===== src/rtl/fit_accum_pkg.sv =====
package fit_accum_pkg;

    typedef enum logic [1:0] {
        ST_IDLE = 2'd0,
        ST_SCAN = 2'd1,
        ST_DIV  = 2'd2,
        ST_ACC  = 2'd3
    } scan_state_e;

    localparam int SEL_W    = 3;
    localparam int SEL_N    = 0;
    localparam int SEL_SX   = 1;
    localparam int SEL_SY   = 2;
    localparam int SEL_SXY  = 3;
    localparam int SEL_SX2  = 4;
    localparam int SEL_SY2  = 5;
    localparam int SEL_SQ   = 6;
    localparam int SEL_STAT = 7;

endpackage


===== src/rtl/fit_hit_finder.sv =====
module fit_hit_finder #(
    parameter int NUM_CH   = 12,
    parameter int SAMPLE_W = 10,
    parameter int SUM_W    = 12
) (
    input  logic [NUM_CH*SAMPLE_W-1:0] samples_i,
    input  logic [SUM_W-1:0]           thr_i,
    output logic [NUM_CH-1:0]          hit_o
);

    for (genvar g = 0; g < NUM_CH; g++) begin : g_grp
        if (g == 0 || g == NUM_CH - 1) begin : g_edge
            assign hit_o[g] = 1'b0;
        end else begin : g_mid
            logic [SAMPLE_W-1:0] amp_l, amp_c, amp_r;
            logic [SUM_W-1:0]    grp_sum;
            assign amp_l   = samples_i[(g-1)*SAMPLE_W +: SAMPLE_W];
            assign amp_c   = samples_i[g*SAMPLE_W     +: SAMPLE_W];
            assign amp_r   = samples_i[(g+1)*SAMPLE_W +: SAMPLE_W];
            assign grp_sum = SUM_W'(amp_l) + SUM_W'(amp_c) + SUM_W'(amp_r);
            assign hit_o[g] = (amp_c > amp_l) && (amp_c > amp_r) && (grp_sum > thr_i);
        end
    end

endmodule


===== src/rtl/fit_cog_divider.sv =====
module fit_cog_divider #(
    parameter int NUM_W = 10,
    parameter int DEN_W = 12,
    parameter int QUO_W = 6
) (
    input  logic             clk,
    input  logic             rst_n,
    input  logic             start_i,
    input  logic [NUM_W-1:0] num_i,
    input  logic [DEN_W-1:0] den_i,
    output logic             done_o,
    output logic [QUO_W-1:0] quo_o
);

    localparam int CNT_W = $clog2(QUO_W + 1);

    typedef struct packed {
        logic [DEN_W:0]   rem;
        logic [DEN_W-1:0] den;
        logic [QUO_W-1:0] quo;
        logic [CNT_W-1:0] cnt;
        logic             run;
        logic             done;
    } div_s;

    div_s div_d, div_q;
    logic [DEN_W:0] shifted;
    logic           take;

    always_comb begin
        div_d      = div_q;
        div_d.done = 1'b0;
        shifted    = {div_q.rem[DEN_W-1:0], 1'b0};
        take       = shifted >= {1'b0, div_q.den};
        if (start_i) begin
            div_d.rem = (DEN_W+1)'(num_i);
            div_d.den = den_i;
            div_d.quo = '0;
            div_d.cnt = CNT_W'(QUO_W);
            div_d.run = 1'b1;
        end else if (div_q.run) begin
            div_d.rem = take ? (shifted - {1'b0, div_q.den}) : shifted;
            div_d.quo = QUO_W'({div_q.quo, take});
            div_d.cnt = div_q.cnt - 1'b1;
            if (div_q.cnt == CNT_W'(1)) begin
                div_d.run  = 1'b0;
                div_d.done = 1'b1;
            end
        end
    end

    always_ff @(posedge clk or negedge rst_n) begin
        if (!rst_n) div_q <= '0;
        else        div_q <= div_d;
    end

    assign done_o = div_q.done;
    assign quo_o  = div_q.quo;

endmodule


===== src/rtl/fit_sum_unit.sv =====
module fit_sum_unit #(
    parameter int ACC_W = 24,
    parameter int TB_W  = 6,
    parameter int POS_W = 7,
    parameter int SUM_W = 12
) (
    input  logic                    clk,
    input  logic                    rst_n,
    input  logic                    clr_i,
    input  logic                    add_i,
    input  logic [TB_W-1:0]         x_i,
    input  logic signed [POS_W-1:0] y_i,
    input  logic [SUM_W-1:0]        q_i,
    output logic [ACC_W-1:0]        n_o,
    output logic [ACC_W-1:0]        sx_o,
    output logic [ACC_W-1:0]        sy_o,
    output logic [ACC_W-1:0]        sxy_o,
    output logic [ACC_W-1:0]        sx2_o,
    output logic [ACC_W-1:0]        sy2_o,
    output logic [ACC_W-1:0]        sq_o,
    output logic                    ovf_o
);

    localparam int XY_W = TB_W + POS_W + 1;

    typedef struct packed {
        logic [ACC_W-1:0] n;
        logic [ACC_W-1:0] sx;
        logic [ACC_W-1:0] sy;
        logic [ACC_W-1:0] sxy;
        logic [ACC_W-1:0] sx2;
        logic [ACC_W-1:0] sy2;
        logic [ACC_W-1:0] sq;
        logic             ovf;
    } acc_s;

    acc_s acc_d, acc_q;

    function automatic logic [ACC_W:0] sat_add_u(input logic [ACC_W-1:0] a, input logic [ACC_W-1:0] b);
        logic [ACC_W:0] t;
        t = {1'b0, a} + {1'b0, b};
        if (t[ACC_W]) return {1'b1, {ACC_W{1'b1}}};
        return t;
    endfunction

    function automatic logic [ACC_W:0] sat_add_s(input logic [ACC_W-1:0] a, input logic [ACC_W-1:0] b);
        logic [ACC_W:0] t;
        t = {a[ACC_W-1], a} + {b[ACC_W-1], b};
        if (t[ACC_W] != t[ACC_W-1]) return {1'b1, t[ACC_W], {(ACC_W-1){~t[ACC_W]}}};
        return {1'b0, t[ACC_W-1:0]};
    endfunction

    logic signed [XY_W-1:0]    xy_prod;
    logic signed [2*POS_W-1:0] yy_prod;
    logic [2*TB_W-1:0]         xx_prod;
    logic [ACC_W-1:0]          inc_x, inc_y, inc_xy, inc_xx, inc_yy, inc_q;
    logic [ACC_W:0]            r_n, r_sx, r_sy, r_sxy, r_sx2, r_sy2, r_sq;

    always_comb begin
        xy_prod = $signed({1'b0, x_i}) * y_i;
        yy_prod = y_i * y_i;
        xx_prod = x_i * x_i;
        inc_x   = ACC_W'(x_i);
        inc_y   = {{(ACC_W-POS_W){y_i[POS_W-1]}}, y_i};
        inc_xy  = {{(ACC_W-XY_W){xy_prod[XY_W-1]}}, xy_prod};
        inc_xx  = ACC_W'(xx_prod);
        inc_yy  = ACC_W'($unsigned(yy_prod));
        inc_q   = ACC_W'(q_i);

        r_n   = sat_add_u(acc_q.n,   ACC_W'(1));
        r_sx  = sat_add_u(acc_q.sx,  inc_x);
        r_sy  = sat_add_s(acc_q.sy,  inc_y);
        r_sxy = sat_add_s(acc_q.sxy, inc_xy);
        r_sx2 = sat_add_u(acc_q.sx2, inc_xx);
        r_sy2 = sat_add_u(acc_q.sy2, inc_yy);
        r_sq  = sat_add_u(acc_q.sq,  inc_q);

        acc_d = acc_q;
        if (clr_i) begin
            acc_d = '0;
        end else if (add_i) begin
            acc_d.n   = r_n[ACC_W-1:0];
            acc_d.sx  = r_sx[ACC_W-1:0];
            acc_d.sy  = r_sy[ACC_W-1:0];
            acc_d.sxy = r_sxy[ACC_W-1:0];
            acc_d.sx2 = r_sx2[ACC_W-1:0];
            acc_d.sy2 = r_sy2[ACC_W-1:0];
            acc_d.sq  = r_sq[ACC_W-1:0];
            acc_d.ovf = acc_q.ovf | r_n[ACC_W] | r_sx[ACC_W] | r_sy[ACC_W] | r_sxy[ACC_W]
                      | r_sx2[ACC_W] | r_sy2[ACC_W] | r_sq[ACC_W];
        end
    end

    always_ff @(posedge clk or negedge rst_n) begin
        if (!rst_n) acc_q <= '0;
        else        acc_q <= acc_d;
    end

    assign n_o   = acc_q.n;
    assign sx_o  = acc_q.sx;
    assign sy_o  = acc_q.sy;
    assign sxy_o = acc_q.sxy;
    assign sx2_o = acc_q.sx2;
    assign sy2_o = acc_q.sy2;
    assign sq_o  = acc_q.sq;
    assign ovf_o = acc_q.ovf;

endmodule


===== src/rtl/tracklet_fit_accum.sv =====
module tracklet_fit_accum
    import fit_accum_pkg::*;
#(
    parameter int NUM_CH    = 12,
    parameter int SAMPLE_W  = 10,
    parameter int NUM_UNITS = 4,
    parameter int MAX_CAND  = 4,
    parameter int TB_W      = 6,
    parameter int FRAC_W    = 6,
    parameter int ACC_W     = 24,
    localparam int SUM_W    = SAMPLE_W + 2,
    localparam int UNIT_W   = (NUM_UNITS > 1) ? $clog2(NUM_UNITS) : 1
) (
    input  logic                       clk,
    input  logic                       rst_n,
    input  logic                       event_start_i,
    input  logic                       tb_valid_i,
    input  logic [NUM_CH*SAMPLE_W-1:0] samples_i,
    input  logic [SUM_W-1:0]           thr_i,
    input  logic [UNIT_W-1:0]          rd_unit_i,
    input  logic [SEL_W-1:0]           rd_sel_i,
    output logic [ACC_W-1:0]           rd_data_o,
    output logic                       busy_o
);

    localparam int POS_W  = FRAC_W + 1;
    localparam int CH_W   = $clog2(NUM_CH);
    localparam int CAND_W = $clog2(MAX_CAND + 1);
    localparam int NUM_TB = 2 ** TB_W;

    typedef struct packed {
        scan_state_e                 st;
        logic [NUM_CH*SAMPLE_W-1:0]  samp;
        logic [NUM_CH-1:0]           pend;
        logic [TB_W-1:0]             x;
        logic [TB_W:0]               tb_cnt;
        logic [CAND_W-1:0]           cand;
        logic [UNIT_W-1:0]           unit;
        logic                        neg;
        logic [SUM_W-1:0]            qsum;
        logic [NUM_UNITS-1:0]        alloc;
        logic [NUM_UNITS*CH_W-1:0]   unit_ch;
    } ctl_s;

    ctl_s ctl_d, ctl_q;

    logic [NUM_CH-1:0]       hit_now;
    logic                    div_start, div_done;
    logic [SAMPLE_W-1:0]     div_num;
    logic [SUM_W-1:0]        div_den;
    logic [FRAC_W-1:0]       div_quo;
    logic [NUM_UNITS-1:0]    add_vec;
    logic                    clr;
    logic signed [POS_W-1:0] y_acc;

    logic                    pick_vld;
    logic [CH_W-1:0]         pick_idx;
    logic [SAMPLE_W-1:0]     pick_l, pick_c, pick_r;
    logic                    pick_neg;
    logic [SAMPLE_W-1:0]     pick_num;
    logic [SUM_W-1:0]        pick_sum;
    logic                    match_vld, free_vld, go;
    logic [UNIT_W-1:0]       match_idx, free_idx;

    fit_hit_finder #(
        .NUM_CH   (NUM_CH),
        .SAMPLE_W (SAMPLE_W),
        .SUM_W    (SUM_W)
    ) u_hits (
        .samples_i (samples_i),
        .thr_i     (thr_i),
        .hit_o     (hit_now)
    );

    fit_cog_divider #(
        .NUM_W (SAMPLE_W),
        .DEN_W (SUM_W),
        .QUO_W (FRAC_W)
    ) u_div (
        .clk     (clk),
        .rst_n   (rst_n),
        .start_i (div_start),
        .num_i   (div_num),
        .den_i   (div_den),
        .done_o  (div_done),
        .quo_o   (div_quo)
    );

    // lowest pending centre and its three amplitudes
    always_comb begin
        pick_vld = 1'b0;
        pick_idx = '0;
        pick_l   = '0;
        pick_c   = '0;
        pick_r   = '0;
        for (int i = 1; i < NUM_CH - 1; i++) begin
            if (ctl_q.pend[i] && !pick_vld) begin
                pick_vld = 1'b1;
                pick_idx = CH_W'(i);
                pick_l   = ctl_q.samp[(i-1)*SAMPLE_W +: SAMPLE_W];
                pick_c   = ctl_q.samp[i*SAMPLE_W     +: SAMPLE_W];
                pick_r   = ctl_q.samp[(i+1)*SAMPLE_W +: SAMPLE_W];
            end
        end
        pick_neg = pick_r < pick_l;
        pick_num = pick_neg ? (pick_l - pick_r) : (pick_r - pick_l);
        pick_sum = SUM_W'(pick_l) + SUM_W'(pick_c) + SUM_W'(pick_r);
    end

    // unit lookup by centre channel, and lowest free unit
    always_comb begin
        match_vld = 1'b0;
        match_idx = '0;
        free_vld  = 1'b0;
        free_idx  = '0;
        for (int u = 0; u < NUM_UNITS; u++) begin
            if (ctl_q.alloc[u] && ctl_q.unit_ch[u*CH_W +: CH_W] == pick_idx && !match_vld) begin
                match_vld = 1'b1;
                match_idx = UNIT_W'(u);
            end
            if (!ctl_q.alloc[u] && !free_vld) begin
                free_vld = 1'b1;
                free_idx = UNIT_W'(u);
            end
        end
    end

    always_comb begin
        ctl_d     = ctl_q;
        clr       = 1'b0;
        div_start = 1'b0;
        div_num   = pick_num;
        div_den   = pick_sum;
        add_vec   = '0;
        go        = 1'b0;
        case (ctl_q.st)
            ST_IDLE: begin
                if (tb_valid_i && ctl_q.tb_cnt < (TB_W+1)'(NUM_TB)) begin
                    ctl_d.samp   = samples_i;
                    ctl_d.pend   = hit_now;
                    ctl_d.x      = ctl_q.tb_cnt[TB_W-1:0];
                    ctl_d.tb_cnt = ctl_q.tb_cnt + 1'b1;
                    ctl_d.cand   = '0;
                    ctl_d.st     = ST_SCAN;
                end
            end
            ST_SCAN: begin
                if (!pick_vld || ctl_q.cand == CAND_W'(MAX_CAND)) begin
                    ctl_d.st = ST_IDLE;
                end else begin
                    ctl_d.pend[pick_idx] = 1'b0;
                    ctl_d.cand           = ctl_q.cand + 1'b1;
                    if (match_vld) begin
                        ctl_d.unit = match_idx;
                        go         = 1'b1;
                    end else if (free_vld) begin
                        ctl_d.alloc[free_idx]                 = 1'b1;
                        ctl_d.unit_ch[free_idx*CH_W +: CH_W]  = pick_idx;
                        ctl_d.unit                            = free_idx;
                        go                                    = 1'b1;
                    end
                    if (go) begin
                        div_start  = 1'b1;
                        ctl_d.neg  = pick_neg;
                        ctl_d.qsum = pick_sum;
                        ctl_d.st   = ST_DIV;
                    end
                end
            end
            ST_DIV: begin
                if (div_done) ctl_d.st = ST_ACC;
            end
            ST_ACC: begin
                add_vec[ctl_q.unit] = 1'b1;
                ctl_d.st            = ST_SCAN;
            end
            default: ctl_d.st = ST_IDLE;
        endcase
        if (event_start_i) begin
            ctl_d     = '0;
            ctl_d.st  = ST_IDLE;
            clr       = 1'b1;
            div_start = 1'b0;
            add_vec   = '0;
        end
    end

    always_ff @(posedge clk or negedge rst_n) begin
        if (!rst_n) ctl_q <= '0;
        else        ctl_q <= ctl_d;
    end

    assign y_acc = ctl_q.neg ? -$signed({1'b0, div_quo}) : $signed({1'b0, div_quo});

    logic [ACC_W-1:0] u_n   [NUM_UNITS];
    logic [ACC_W-1:0] u_sx  [NUM_UNITS];
    logic [ACC_W-1:0] u_sy  [NUM_UNITS];
    logic [ACC_W-1:0] u_sxy [NUM_UNITS];
    logic [ACC_W-1:0] u_sx2 [NUM_UNITS];
    logic [ACC_W-1:0] u_sy2 [NUM_UNITS];
    logic [ACC_W-1:0] u_sq  [NUM_UNITS];
    logic [NUM_UNITS-1:0] ovf_vec;

    for (genvar g = 0; g < NUM_UNITS; g++) begin : g_unit
        fit_sum_unit #(
            .ACC_W (ACC_W),
            .TB_W  (TB_W),
            .POS_W (POS_W),
            .SUM_W (SUM_W)
        ) u_sums (
            .clk   (clk),
            .rst_n (rst_n),
            .clr_i (clr),
            .add_i (add_vec[g]),
            .x_i   (ctl_q.x),
            .y_i   (y_acc),
            .q_i   (ctl_q.qsum),
            .n_o   (u_n[g]),
            .sx_o  (u_sx[g]),
            .sy_o  (u_sy[g]),
            .sxy_o (u_sxy[g]),
            .sx2_o (u_sx2[g]),
            .sy2_o (u_sy2[g]),
            .sq_o  (u_sq[g]),
            .ovf_o (ovf_vec[g])
        );
    end

    // read-only register file
    always_comb begin
        rd_data_o = '0;
        case (int'(rd_sel_i))
            SEL_N:   rd_data_o = u_n[rd_unit_i];
            SEL_SX:  rd_data_o = u_sx[rd_unit_i];
            SEL_SY:  rd_data_o = u_sy[rd_unit_i];
            SEL_SXY: rd_data_o = u_sxy[rd_unit_i];
            SEL_SX2: rd_data_o = u_sx2[rd_unit_i];
            SEL_SY2: rd_data_o = u_sy2[rd_unit_i];
            SEL_SQ:  rd_data_o = u_sq[rd_unit_i];
            default: begin
                rd_data_o[0]           = ovf_vec[rd_unit_i];
                rd_data_o[1]           = ctl_q.alloc[rd_unit_i];
                rd_data_o[2 +: CH_W]   = ctl_q.unit_ch[rd_unit_i*CH_W +: CH_W];
            end
        endcase
    end

    assign busy_o = (ctl_q.st != ST_IDLE);

    logic [TB_W:0]        tb_cnt_w;
    logic [CAND_W-1:0]    cand_w;
    logic [NUM_UNITS-1:0] alloc_w;
    assign tb_cnt_w = ctl_q.tb_cnt;
    assign cand_w   = ctl_q.cand;
    assign alloc_w  = ctl_q.alloc;

endmodule


===== config.mk =====
export PLATFORM = sky130hd
export DESIGN_NAME = tracklet_fit_accum
export DESIGN_NICKNAME = d
export VERILOG_FILES = /design/src/rtl/fit_accum_pkg.sv /design/src/rtl/fit_hit_finder.sv /design/src/rtl/fit_cog_divider.sv /design/src/rtl/fit_sum_unit.sv /design/src/rtl/tracklet_fit_accum.sv
export SDC_FILE = /design/constraint.sdc
export NUM_CORES = 2
export LEC_CHECK = 0
export ABC_AREA = 1
export ABC_CLOCK_PERIOD_IN_PS = 28300
export BUFFER_PORTS_ARGS = -buffer_cell sky130_fd_sc_hd__buf_2
export CORE_MARGIN = 5
export CORE_UTILIZATION = 65
export CTS_CLUSTER_SIZE = 16
export DETAILED_ROUTE_END_ITERATION = 6
export HOLD_SLACK_MARGIN = 0.15
export PLACE_DENSITY = 0.82
export SYNTH_ARGS = -nofsm -noshare
export SYNTH_HDL_FRONTEND = slang
export SYNTH_SLANG_ARGS = --single-unit

===== constraint.sdc =====
create_clock -name clk -period 28.3 [get_ports clk]
set_input_delay 2.83 -clock clk [delete_from_list [all_inputs] [get_ports clk]]
set_output_delay 2.83 -clock clk [all_outputs]
set_load 0.01 [all_outputs]

Yosys cells after proc, flatten, opt, wreduce, memory -nomap -nowiden

Index checks and enable logic that the tools add are counted.

Output and inout bits: 25
Logic and storage cells: 534
Register bits after elaboration: 896
Bits of input ports: 141

Multiplexer cells: 228
Bitwise operators: 40
Add/sub/neg operators: 58
Eq/ne operators: 29
Multiply operators: 3
$lt $le $gt $ge: 41
Reductions and logical operators: 83
Shifts and indexed selects: 3

Operators with widths:

| operator                                      | count |
|---|---|
| two-way mux 25 bit                            | 56 |
| two-way mux 169 bit                           | 8 |
| binary-select mux 24 bit (select 2 bit)       | 7 |
| two-way mux 24 bit                            | 14 |
| two-way mux 10 bit                            | 32 |
| adder 24 x 12 -> 25 bit                       | 8 |
| adder 24 x 14 -> 25 bit                       | 8 |
| greater-than comparator 10 bit                | 20 |
| two-way mux 185 bit                           | 1 |
| two-way mux 150 bit                           | 1 |
| one-hot mux 18 bit (7 select lines)           | 1 |
| adder 10 x 10 -> 11 bit                       | 11 |
| adder 12 x 10 -> 12 bit                       | 10 |
| greater-than comparator 12 bit                | 10 |
| two-way mux 120 bit                           | 1 |
| adder 24 x 1 -> 25 bit, second input constant | 4 |
| adder 24 x 6 -> 25 bit                        | 4 |
| adder 24 x 7 -> 25 bit                        | 4 |
| two-way mux 1 bit                             | 64 |
| two-way mux 12 bit                            | 4 |
| logical AND 1 bit                             | 43 |
| one-hot mux 6 bit (7 select lines)            | 1 |
| two-way mux 20 bit                            | 2 |
| two-way mux 4 bit                             | 10 |
| 60 further kinds                              | 161 |

Logic depth before layout (Yosys ltp)

Word-level depth: 48
Gate-level depth with buffers: 46
Depth with buffers taken out: 44

Cells and area by module

Synthesis repeated with hierarchy kept, for this count alone.

Cells, all modules: 16596
Area total of the unflattened synthesis: 108665.5 µm²

By module, submodules not included:

| module                           | sequential area each (µm²) | area each (µm²) | cells each | times used |
|---|---|---|---|---|
| fit_sum_unit at g_unit[3].u_sums | 4229.1                     | 19049.5         | 2851       | 1 |
| fit_sum_unit at g_unit[0].u_sums | 4229.1                     | 18982.0         | 2869       | 1 |
| fit_sum_unit at g_unit[2].u_sums | 4229.1                     | 18830.6         | 2848       | 1 |
| fit_sum_unit at g_unit[1].u_sums | 4229.1                     | 18695.4         | 2846       | 1 |
| tracklet_fit_accum               | 4579.4                     | 17315.4         | 2761       | 1 |
| fit_hit_finder                   | 0.0                        | 13416.6         | 2090       | 1 |
| fit_cog_divider                  | 875.8                      | 2376.0          | 331        | 1 |

Least setup slack after synthesis

OpenSTA, ideal clock, no wires.

Kind: flip-flop to flip-flop
From: register u_div.div_q (netlist bit u_div.quo_o[0])
To: register g_unit[0].u_sums.acc_q (netlist bit g_unit[0].u_sums.sxy_o[21])
Required time: 28.160 ns
Library setup time: 0.140 ns
Buffers on the path: 3
Stages on the path, launching flop included: 46
Arrival: 10.779 ns
Period minus slack after synthesis: 10.919 ns
Slack: 17.381 ns
Cells stage by stage: dfrtp_1 -> clkbuf_1 -> inv_2 -> ha_1 -> inv_1 -> nor3_1 -> nand3_1 -> nand2_1 -> inv_1 -> nand2_1 -> fa_1 -> fa_1 -> inv_1 -> fa_1 -> inv_1 -> fa_1 -> inv_1 -> ha_1 -> [10 not listed] -> nand2_1 -> nor2_1 -> nor3b_1 -> nand4_1 -> nand3_1 -> nand3_1 -> nand2_1 -> nand2_1 -> o311ai_0 -> or2_2 -> nand2_1 -> inv_1 -> ha_1 -> clkbuf_1 -> nand2_1 -> nand2_1 -> clkbuf_1 -> o22ai_1

Cells in the longest elaborated chain, start to end: 9
Elaborated cells on any way between the ends: 11
Those cells by class: add/sub: 2; mul: 1; eq/ne: 1; mux: 6; bitwise: 1

Ends and longest elaborated chain:

| what                                                           | RTL line                  | RTL |
|---|---|---|
| start, declared                                                | fit_cog_divider.sv:26     | `div_s div_d, div_q;` |
| start signal, assigned                                         | fit_cog_divider.sv:54     | `else div_q <= div_d;` |
| negation 6 -> 7 bit                                            | tracklet_fit_accum.sv:193 | `assign y_acc = ctl_q.neg ? -$signed({1'b0, div_quo}) : $signed({1'b0, div_quo});` |
| two-way mux 7 bit *                                            | tracklet_fit_accum.sv:193 |  |
| multiplier 7 x 7 -> 14 bit *                                   | fit_sum_unit.sv:60        | `xy_prod = $signed({1'b0, x_i}) * y_i;` |
| adder 24 x 14 -> 25 bit *                                      | fit_sum_unit.sv:48        | `t = {a[ACC_W-1], a} + {b[ACC_W-1], b};` |
| inequality test 1 bit / inverter 1 bit (equally long branches) | fit_sum_unit.sv:49        | `if (t[ACC_W] != t[ACC_W-1]) return {1'b1, t[ACC_W], {(ACC_W-1){~t[ACC_W]}}};` |
| two-way mux 1 bit / two-way mux 25 bit (equally long branches) | fit_sum_unit.sv:49        |  |
| two-way mux 25 bit *                                           | fit_sum_unit.sv:50        | `return {1'b0, t[ACC_W-1:0]};` |
| two-way mux 169 bit *                                          | fit_sum_unit.sv:81        | `end else if (add_i) begin` |
| two-way mux 169 bit *                                          | fit_sum_unit.sv:79        | `if (clr_i) begin` |
| end signal, assigned                                           | fit_sum_unit.sv:95        | `if (!rst_n) acc_q <= '0;` |
| end signal, assigned                                           | fit_sum_unit.sv:96        | `else acc_q <= acc_d;` |
| end, declared                                                  | fit_sum_unit.sv:37        | `acc_s acc_d, acc_q;` |

Every way passes the cells marked *; elsewhere a longest branch is shown, timed or not. The select of a mux whose other input is x is not followed.
A chain may end at the register's enable or synchronous reset.

Worst setup path in the final report

From: register u_div.div_q (netlist bit u_div.quo_o[0])
To: register g_unit[0].u_sums.acc_q (netlist bit g_unit[0].u_sums.sxy_o[16])

The elaborated chain is that of the path after synthesis.

==> results.md <==
* Status: finished, violations left
* Failing checks: DRC, capacitance limit, slew limit
* Clock slew at reported path FFs at 0.06 ns
* Post-Syn Area at 85770 sq um
* Cells after Synth at 12165
* Worst hold stages at 2
* WL final at 304100 um
* Sw Share at 43.74%
* EDFF count, synth at 0
* Finish-stage setup viols at 0
* Setup slack, reg-to-reg at 18.16 ns
* Vias in the first global route at 84812
* Setup_tns at 0 ns
* Simple logic cell fraction of the synthesized area at 19.21%
* Util after Layout at 69.89%
* Worst reg2reg endpoint: g_unit[0].u_sums.sxy_o[16]$_DFFE_PN0P_
* Critical path arrival at 10.72 ns
* Pwr Density at 59.50 nW/um^2
* Seq pwr share at 25.3%
* Crit path top cell by count: nand2_1
* Final Cycle Share at 35.83%
* Worst skew pair latency at 0.76 ns
* Worst rel slew slack at -6.496%
* Post-Syn Nets at 13369
* CP Capture Type: register
* Worst vdd ir at 0.06633 mV
* Compound-gate portion of the synthesized area at 22.85%
* Die Ht at 373.2 um
* Post-DP Area at 88080 sq um
* Area grow syn2layout at 6.991%
* CTS Hold Buffers Added at 0
* Sw power at 2388 uW
* Final ANT Viol Nets at 0
* Multiplexer area fraction after synthesis at 0.04668%
* TritonCTS Buffers at 104
* Die ar. at 139300 sq um
* Hold crit path type: reg -> reg
* Share of layout cells above drive strength 1 at 4.735%
* Boundary pin count at 166
* Via count at 88945
* First-pass GRT wire length at 469000 um
* Slew Viols, Final at 4
* # nets final at 13324
* Max-cap violations at 2
* Mean post-synth cell area at 7.050 sq um
* Ys Warns at 0
* CP startpoint kind: register
* Synth Area in XOR/XNOR at 5.647%
* Final HPWL DP at 229700 um
* Drt pass-1 iters at 7
* H-tree depth at 3
* RSZ-0062 raised after global routing: false
* Post-CTS setup buffers at 0
* Slowest CP cell: ha_1
* Final hold violation count at 0
* Fmax at 98.62 MHz
* Leakage at 0.04694 uW
* WL/cell at 21.75 um
* Vias/cell at 6.362
* Sequential area share after synthesis at 26.08%
* Initial DRC Count at 10652
* Final min period at 10.14 ns
* Die W at 373.2 um
* Layout Skew at 0.03334 ns
* Synth Area in Adders at 16.48%
* Core Box Area at 131300 sq um
* FP Rows at 133
* Reg2Reg Depth at 41
* Clock sink count at 894
* Ys flop type: dfrtp_1
* Hold WS at 0.4920 ns
* All-Layer GR Usage at 41.87%
* FF-to-FF Start: u_div.quo_o[0]$_DFFE_PN0P_
* Max Root-Sink Buffers at 3
* CP max stage delay at 0.75 ns
* Comb power frac at 47.9%
* Worst path required time at 28.88 ns
* Largest family of logic cells by synthesized area: compound AO/OA/AOI/OAI gates
* Clk network pwr share at 26.8%
* Worst hold start: g_unit[1].u_sums.sq_o[23]$_DFFE_PN0P_
* Critical setup path kind: reg -> reg
* Post-route DRC at 15
* CTS tree: done
* Beginning of the critical path: u_div.quo_o[0]$_DFFE_PN0P_
* Post-synth cell types at 74
* Initial antenna violation count at 24
* Hold Path Sink: g_unit[1].u_sums.sq_o[23]$_DFFE_PN0P_
* Power Internal at 3072 uW
* Initial Utilization at 65.32%
* Design Power at 5460 uW
* Worst-path fanout max at 44
* Post_cts resized at 0
* Final GP Congestion at 1.055
* Worst Tran Pin Value at 1.597 ns
* Gr ovfl total at 0
* Cell area after layout at 91760 sq um
* Pin count of the biggest net entering global routing at 144
* Fraction of registers with async set/reset at 100.0%
* Number of synthesized register bits at 894
* Root Buffer Master: clkbuf_16
* I/O Buffers at 165
cell usage in the layout (no fill, tap or decap), types with 61 or more instances in the layout:
master,Yosys,layout
a21oi_1,1298,1298
buf_2,13,164
buf_4,3,95
clkbuf_16,0,105
dfrtp_1,894,894
fa_1,111,111
ha_1,952,952
inv_1,1765,1761
nand2_1,2158,2154
nand3_1,543,543
nand4_1,131,131
nor2_1,619,614
nor3_1,199,197
nor4_1,73,72
o211ai_1,78,78
o21ai_0,1516,1510
o21bai_1,92,92
o22ai_1,253,253
or2_2,61,61
xnor2_1,146,146
xor2_1,407,406
worst max-delay path, delay by kind of cell, from the launching register on:
family,cells,cell delay (ns)
adder cells (fa/ha/maj),8,3.75
XOR/XNOR,1,0.16
buffers and inverters,8,1.55
AND/OR/NAND/NOR,11,1.94
AO/OA/AOI/OAI,13,2.17
flip-flops,1,0.38
power groups by stage:
stage	sequential (uW)	combinational, uW	clock [uW]
after floorplan	1390	1860	0
after global placement	1400	2460	0
after detailed placement	1400	2540	0
after CTS	1380	2560	1460
after global routing	1390	2900	1520
final	1380	2620	1460
layer usage:
| metal | GRT usage (%) | routed length, um | vias to the layer above |
|---|---|---|---|
| met2 | 64.03 | 130200 | 5109 |
| met1 | 51.98 | 114200 | 41558 |
| met4 | 30.94 | 26730 | 20 |
| met5 | 0 | 127 | - |
| met3 | 9.467 | 32950 | 1245 |
| li1 | - | - | 41013 |
registers in the layout (all words and copies together) (netlist names), 7 cells and up:
register,count
ctl_q,169
g_unit.u_sums.n_o,96
g_unit.u_sums.sq_o,96
g_unit.u_sums.sx2_o,96
g_unit.u_sums.sx_o,96
g_unit.u_sums.sxy_o,96
g_unit.u_sums.sy2_o,96
g_unit.u_sums.sy_o,96
tb_cnt_w,7
u_div.div_q,28
cell type report:
cell class | count | area [sq um]
clock buffers | 146 | 3032
inverters | 1783 | 6709
multi-input cells | 9074 | 55220
clock inverters | 48 | 598.1
repair buffers | 263 | 1595
diodes | 17 | 42.54
well taps | 1755 | 2196
fillers | 11158 | 39540
flip-flops and latches | 894 | 22370
per-stage QoR:
| step | std cells | worst slack (ns) |
|---|---|---|
| 6_report | 13980 | 18.16 |
| 5_1_grt | 13964 | 17.59 |
| 4_1_cts | 13962 | 18.30 |
| 3_5_place_dp | 13768 | 18.35 |
| 3_3_place_gp | 13766 | 18.33 |
| 2_1_floorplan | 12165 | 17.38 |
how the worst max path moves through the flow:
stage / endpoint / slack, ns / depth (start not counted)
2_1_floorplan: g_unit[0].u_sums.sxy_o[21]$_DFFE_PN0P_ / 17.38 / 45
3_3_place_gp: g_unit[0].u_sums.sxy_o[13]$_DFFE_PN0P_ / 18.33 / 41
3_5_place_dp: g_unit[0].u_sums.sxy_o[16]$_DFFE_PN0P_ / 18.35 / 41
4_1_cts: g_unit[0].u_sums.sxy_o[17]$_DFFE_PN0P_ / 18.30 / 41
5_1_grt: g_unit[0].u_sums.sxy_o[17]$_DFFE_PN0P_ / 17.59 / 41
6_report: g_unit[0].u_sums.sxy_o[16]$_DFFE_PN0P_ / 18.16 / 41
cell families after synthesis:
kind of cell	after synthesis
fa+ha+maj	1063
xor+xnor	553
buf+inv	2197
flops	894
simple gates	3866
compound gates	3588
mux	4
cell usage after synthesis, drive strengths merged (10+ instances only):
| master | instances | area (sq um) |
|---|---|---|
| nand2 | 2166 | 8155 |
| inv | 1775 | 6665 |
| o21ai | 1565 | 7840 |
| a21oi | 1299 | 6505 |
| ha | 952 | 11910 |
| dfrtp | 894 | 22370 |
| nor2 | 628 | 2400 |
| nand3 | 552 | 2823 |
| xor2 | 407 | 3565 |
| clkbuf | 353 | 1325 |
| o22ai | 253 | 1583 |
| nor3 | 202 | 1032 |
| xnor2 | 146 | 1279 |
| nand4 | 133 | 862.1 |
| fa | 111 | 2222 |
| o21bai | 92 | 690.7 |
| o211ai | 78 | 585.6 |
| nor4 | 74 | 478.0 |
| or2 | 63 | 394.1 |
| buf | 61 | 279.0 |
| a21o | 55 | 412.9 |
| a31oi | 37 | 231.5 |
| o21a | 34 | 255.2 |
| o31ai | 24 | 180.2 |
| a211oi | 23 | 172.7 |
| a221oi | 21 | 183.9 |
| a21boi | 19 | 142.6 |
| a32o | 17 | 170.2 |
| nand3b | 16 | 120.1 |
| o221ai | 13 | 113.9 |
| or3 | 12 | 75.07 |
| o311ai | 11 | 96.34 |
| a2111oi | 10 | 87.58 |
Note: power is estimated with default switching activity, not from simulation.
